File: src/rtl/rcs_pkg.sv
package rcs_pkg;
   localparam int unsigned RCS_REG_W   = 8;
   localparam int unsigned RCS_NUM_SRC = 4;
   // bit positions of the cause flags inside the register
   localparam int unsigned RCS_IDX_POR = 0;
   localparam int unsigned RCS_IDX_EXT = 1;
   localparam int unsigned RCS_IDX_BOD = 2;
   localparam int unsigned RCS_IDX_WDT = 3;
endpackage

File: src/rtl/rcs_flag_cell.sv
module rcs_flag_cell #(
   parameter bit PRIMARY = 1'b0
) (
   input  logic clk,
   input  logic rst_pwr_n,
   input  logic set_evt,
   input  logic wipe_evt,
   input  logic wr_en,
   input  logic wr_bit,
   output logic flag_q
);
   localparam logic INIT_VAL = PRIMARY;

   logic sw_clear;
   logic flag_d;

   assign sw_clear = wr_en && !wr_bit;

   generate
      if (PRIMARY) begin : g_primary
         // power-on flag: set by power-on, cleared only by software
         always_comb begin
            if (set_evt || wipe_evt) flag_d = 1'b1;
            else if (sw_clear)       flag_d = 1'b0;
            else                     flag_d = flag_q;
         end

         AST_POR_SETS: assert property (@(posedge clk) disable iff (!rst_pwr_n)
            (set_evt || wipe_evt) |=> flag_q);
         AST_POR_HOLDS: assert property (@(posedge clk) disable iff (!rst_pwr_n)
            (flag_q && !sw_clear) |=> flag_q);
         AST_POR_WR_CLR: assert property (@(posedge clk) disable iff (!rst_pwr_n)
            (sw_clear && !set_evt && !wipe_evt) |=> !flag_q);
      end else begin : g_secondary
         // secondary flag: power-on wipe beats own event beats software clear
         always_comb begin
            if (wipe_evt)      flag_d = 1'b0;
            else if (set_evt)  flag_d = 1'b1;
            else if (sw_clear) flag_d = 1'b0;
            else               flag_d = flag_q;
         end

         AST_WIPE_CLEARS: assert property (@(posedge clk) disable iff (!rst_pwr_n)
            wipe_evt |=> !flag_q);
         AST_EVENT_SETS: assert property (@(posedge clk) disable iff (!rst_pwr_n)
            (set_evt && !wipe_evt) |=> flag_q);
         AST_WRITE_CLEARS: assert property (@(posedge clk) disable iff (!rst_pwr_n)
            (sw_clear && !set_evt && !wipe_evt) |=> !flag_q);
      end
   endgenerate

   AST_NO_SW_SET: assert property (@(posedge clk) disable iff (!rst_pwr_n)
      (!flag_q && !set_evt && !wipe_evt) |=> !flag_q);

   always_ff @(posedge clk or negedge rst_pwr_n) begin
      if (!rst_pwr_n) flag_q <= INIT_VAL;
      else            flag_q <= flag_d;
   end
endmodule

File: src/rtl/rcs_readback.sv
module rcs_readback #(
   parameter int unsigned REG_W   = 8,
   parameter int unsigned NUM_SRC = 4
) (
   input  logic [NUM_SRC-1:0] flags,
   output logic [REG_W-1:0]   rd_data
);
   localparam int unsigned PAD_W = REG_W - NUM_SRC;

   generate
      if (PAD_W > 0) begin : g_pad
         assign rd_data = {{PAD_W{1'b0}}, flags};
      end else begin : g_nopad
         assign rd_data = flags;
      end
   endgenerate
endmodule

File: src/rtl/rcs_status.sv
module rcs_status
   import rcs_pkg::*;
#(
   parameter int unsigned REG_W   = RCS_REG_W,
   parameter int unsigned NUM_SRC = RCS_NUM_SRC
) (
   input  logic             clk,
   input  logic             rst_pwr_n,
   input  logic             evt_por,
   input  logic             evt_ext,
   input  logic             evt_bod,
   input  logic             evt_wdt,
   input  logic             wr_en,
   input  logic [REG_W-1:0] wr_data,
   output logic [REG_W-1:0] rd_data
);
   generate
      if (REG_W < NUM_SRC) begin : g_bad_width
         $error("rcs_status: REG_W must hold all cause flags");
      end
      if (NUM_SRC != 4) begin : g_bad_src
         $error("rcs_status: exactly four reset sources are mapped");
      end
   endgenerate

   logic [NUM_SRC-1:0] events;
   logic [NUM_SRC-1:0] flags;

   always_comb begin
      events = '0;
      events[RCS_IDX_POR] = evt_por;
      events[RCS_IDX_EXT] = evt_ext;
      events[RCS_IDX_BOD] = evt_bod;
      events[RCS_IDX_WDT] = evt_wdt;
   end

   generate
      for (genvar gi = 0; gi < NUM_SRC; gi++) begin : g_flag
         rcs_flag_cell #(
            .PRIMARY (gi == RCS_IDX_POR)
         ) i_cell (
            .clk       (clk),
            .rst_pwr_n (rst_pwr_n),
            .set_evt   (events[gi]),
            .wipe_evt  (evt_por),
            .wr_en     (wr_en),
            .wr_bit    (wr_data[gi]),
            .flag_q    (flags[gi])
         );
      end
   endgenerate

   rcs_readback #(
      .REG_W   (REG_W),
      .NUM_SRC (NUM_SRC)
   ) i_readback (
      .flags   (flags),
      .rd_data (rd_data)
   );

   AST_RSVD_ZERO: assert property (@(posedge clk) disable iff (!rst_pwr_n)
      rd_data[REG_W-1:NUM_SRC] == '0);
   AST_POR_ONLY: assert property (@(posedge clk) disable iff (!rst_pwr_n)
      evt_por |=> (rd_data == REG_W'(1)));
   AST_IDLE_HOLD: assert property (@(posedge clk) disable iff (!rst_pwr_n)
      (!wr_en && events == '0) |=> $stable(rd_data));
endmodule

File: config.mk
export PLATFORM = sky130hd
export DESIGN_NAME = rcs_status
export DESIGN_NICKNAME = d
export VERILOG_FILES = /design/src/rtl/rcs_pkg.sv /design/src/rtl/rcs_flag_cell.sv /design/src/rtl/rcs_readback.sv /design/src/rtl/rcs_status.sv
export SDC_FILE = /design/constraint.sdc
export NUM_CORES = 1
export LEC_CHECK = 0
export BUFFER_PORTS_ARGS = -buffer_cell sky130_fd_sc_hd__buf_2
export CELL_PAD_IN_SITES_DETAIL_PLACEMENT = 1
export CELL_PAD_IN_SITES_GLOBAL_PLACEMENT = 1
export CORE_AREA = 8 8 45 47
export CTS_CLUSTER_DIAMETER = 200
export DETAILED_ROUTE_END_ITERATION = 7
export DIE_AREA = 0 0 53 55
export PLACE_DENSITY_LB_ADDON = 0.12
export RECOVER_POWER = 50
export SYNTH_ARGS = -nofsm -noshare
export SYNTH_HDL_FRONTEND = slang
export SYNTH_SLANG_ARGS = --single-unit
File: constraint.sdc
create_clock -name clk -period 2 [get_ports clk]
set_input_delay 0.6 -clock clk [delete_from_list [all_inputs] [get_ports clk]]
set_output_delay 0.6 -clock clk [all_outputs]
set_load 0.02 [all_outputs]
-- Word level (Yosys, flattened, before mapping)
Index checks and enable logic that the tools add are counted.
- register bits after elaboration: 4
- bits in latches: 0
- bits in writable memories: 0
- bits in read-only memories: 0
- input port bits: 15
- output and inout port bits: 8
- word-level logic and storage cells: 27
- memories kept: 0
- add/sub/neg operators: 0
- multipliers: 0
- divide/modulo/power cells: 0
- order comparisons: 0
- eq/ne operators: 0
- shifts and indexed selects: 0
- multiplexer cells: 11
- bitwise operators: 0
- reductions and logical operators: 12
- operators by type and width (kind ; count):
    $mux W1 ; 11
    $reduce_bool A3 Y1 ; 3
    $logic_and A1 B1 Y1 ; 4
    $logic_not A1 Y1 ; 4
    $reduce_bool A2 Y1 ; 1

-- Longest topological paths before layout
- word-level depth: 5
- mapped depth: 2
- depth with buffers taken out: 2

-- Modules after synthesis
A second synthesis with hierarchy kept.
- cells, all modules: 24
- area, all modules: 259.0 µm²
- modules (own cells, without submodules) (module ; instances ; cells an instance ; area an instance (µm²) ; seq. area each (µm²)):
    rcs_flag_cell at g_flag[1].i_cell ... ; 3 ; 4 ; 51.3 ; 25.0
    rcs_readback ; 1 ; 9 ; 63.8 ; 0.0
    rcs_flag_cell at g_flag[0].i_cell ; 1 ; 3 ; 41.3 ; 26.3

-- Worst setup path before layout
No wires, ideal clock.
- path type: register -> output
- from: reg g_flag[0].i_cell.flag_q
- to: out rd_data[0]
- data arrival time: 630 ps
- data required time: 1400 ps
- path slack: 770 ps
- cell stages (with the launch flop): 2
- buffers on the path: 1
- path through: dfstp_2 > buf_4
- RTL lines (what ; RTL line ; source):
    from (decl) ; rcs_flag_cell.sv:10 ; output logic flag_q
    from (signal assigned) ; rcs_flag_cell.sv:57 ; else flag_q <= flag_d;
    to (decl) ; rcs_status.sv:15 ; output logic [REG_W-1:0] rd_data
No word-level cell between the ends.

-- Worst setup path after layout
- from: reg g_flag[0].i_cell.flag_q
- to: out rd_data[0]
No word-level cell between the ends.

==> impl_results.md <==
- Status: finished clean
- Startpoint Class: register
- Sequential element share of the synthesized area: 39.3%
- Period utilization: 75.4%
- Post-Syn Area: 258 µm²
- Worst EP required: 1.40 ns
- Die height: 55 µm
- CP Class: reg2out
- Endpoints failing setup: 0
- Layout net count: 53
- Fmax: 0.663 GHz
- Flop-to-flop setup slack: 1.33 ns
- Initial Util: 18.6%
- Worst path arrival time: 0.91 ns
- Slew Limit Fails: 0
- Post-Synthesis Cells: 24
- Detailed Routing Iterations Pass 1: 1
- Reg2reg end: g_flag[0].i_cell.flag_q
- Antenna cell count: 0
- Largest delay contributor family on the critical path: flip-flops
- Pwr/cell area: 779 mW/mm²
- Launch point of the worst path: g_flag[0].i_cell.flag_q
- Clock latency on the worst-skew pair: 0.23 ns
- Top layer in use: met3
- Worst Path Max Fanout: 2
- Fraction of layout cells with a size suffix above 1: 59.5%
- Post-CTS Setup Bufs: 0
- Largest Register: g_flag.i_cell.flag_q
- Met2 wire len: 269 µm
- Cell count along the critical path: 1
- Number of global-route vias before repair: 197
- Worst Hold Class: in2async
- Port Buffer Count: 14
- First-pass GRT wire length: 938 µm
- Clock slew seen by the registers of the worst setup and hold paths: 0.05 ns
- GP Congestion: 0.648
- Total negative setup slack: 0 ns
- Critical path buffers and inverters: 1
- CP Capture Type: output port
- Root Buffer: clkbuf_4
- Post-CTS Resized: 0
- Met3 wire length: 116 µm
- CTS tree: yes
- Largest registers: g_flag.i_cell.flag_q (4)
- Core area: 0.00138 mm²
- Avg Inst Size Synth: 10.7 µm²
- Residual DRC count: 0
- Syn. warnings: 0
- Worst r2r src: g_flag[0].i_cell.flag_q
- Worst reg-to-reg path cell count: 1
- Drt total wl: 627 µm
- Total CTS buffers: 3
- Fillers: 169
- CTS Sinks: 4
- DR WL/cell: 11.8 µm
- Area Growth Syn to Fin: 25.2%
- Die ar.: 0.00292 mm²
- Largest net degree at the start of global routing: 5
- GRT Total Usage: 4.76%
- RSZ-0062 raised after global routing: false
- Via count: 191
- Chip Width: 53 µm
- I/O pins: 23
- Max Root-Sink Buffers: 2
- Commonest non-fill, non-tap cell in the layout: buf_2
- Via/cell ratio: 3.60
- CP max-delay cell: dfstp_2
- DRT met1 WL: 241 µm
- Final-report hold violation count: 0
- Clk_skew: 0 ns
- Initial antenna violation count: 0
- Minimum clock period: 1.51 ns
- Worst path max stage delay: 0.52 ns
- Final core utilization: 23.3%
- Grt ovf: 0
- Worst Setup EP: rd_data[0]
- Most frequent cells in the layout: buf_2 (12), conb_1 (4)
- H-Tree Depth: 1
- 1st-iter DRT viols: 0
- Worst path cell trace: buf_2
- Peak supply drop: 345 µV
- HPWL after DPL: 526 µm
- Leak pwr: 0.156 nW
- ANT nets after route: 0
- Rows: 14
- Max reg flops: 4
- Synth cell types: 9
- Max Cap Viol: 0
- Flops & latches, synth: 4
- CTS Hold Bufs: 0
- Hold Slack: 0.177 ns
through the flow:
step	worst slack (ns)	power [mW]	instance area [µm²]	instances
after global routing	0.456	0.272	323	53
after CTS	0.473	0.260	325	53
after global placement	0.735	0.139	299	49
after detailed placement	0.731	0.140	299	49
final	0.492	0.251	323	53
after floorplan	0.770	0.131	269	27
layout make-up:
class | count | area [µm²] | share of cell area (%)
multi-input cells | 15 | 108 | 33.3
well taps | 16 | 20.0 | 6.20
repair buffers | 14 | 67.6 | 20.9
clock buffers | 4 | 26.3 | 8.14
flip-flops and latches | 4 | 101 | 31.4
kinds of logic after synthesis:
logic type      after synthesis  synth area share [%]
flops                         4                  39.3
simple gates                 10                  33.0
other cells                   1                  1.45
compound gates                1                  2.91
buf+inv                       8                  23.3
routing by layer:
layer  GRT usage, %  vias up
met4           1.29        0
li1               -       92
met2           6.25       13
met5              0        -
met1           5.20       86
met3           4.81        0
cells in the mapped netlist (all sizes together):
master / count / area [µm²]
a21o: 1 / 7.51
buf: 8 / 60.1
conb: 1 / 3.75
dfrtp: 3 / 75.1
dfstp: 1 / 26.3
nand2b: 1 / 6.26
nor2: 3 / 11.3
nor3: 3 / 30.0
nor3b: 3 / 37.5
report_power, final:
group	internal, mW	switching [mW]	total (mW)
logic	0.0177	0.0290	0.0467
clock network	0.0752	0.0388	0.114
registers	0.0880	0.00271	0.0907
how the worst min path moves through the flow:
| stage | depth (start not counted) | from | end |
|---|---|---|---|
| 3_3_place_gp | 1 | rst_pwr_n | g_flag[1].i_cell.flag_q |
| 2_1_floorplan | 0 | rst_pwr_n | g_flag[1].i_cell.flag_q |
| 3_5_place_dp | 1 | rst_pwr_n | g_flag[1].i_cell.flag_q |
| 5_1_grt | 1 | rst_pwr_n | g_flag[1].i_cell.flag_q |
| 4_1_cts | 1 | rst_pwr_n | g_flag[1].i_cell.flag_q |
| 6_report | 1 | rst_pwr_n | g_flag[1].i_cell.flag_q |
Power figures use the tool's default switching activity.
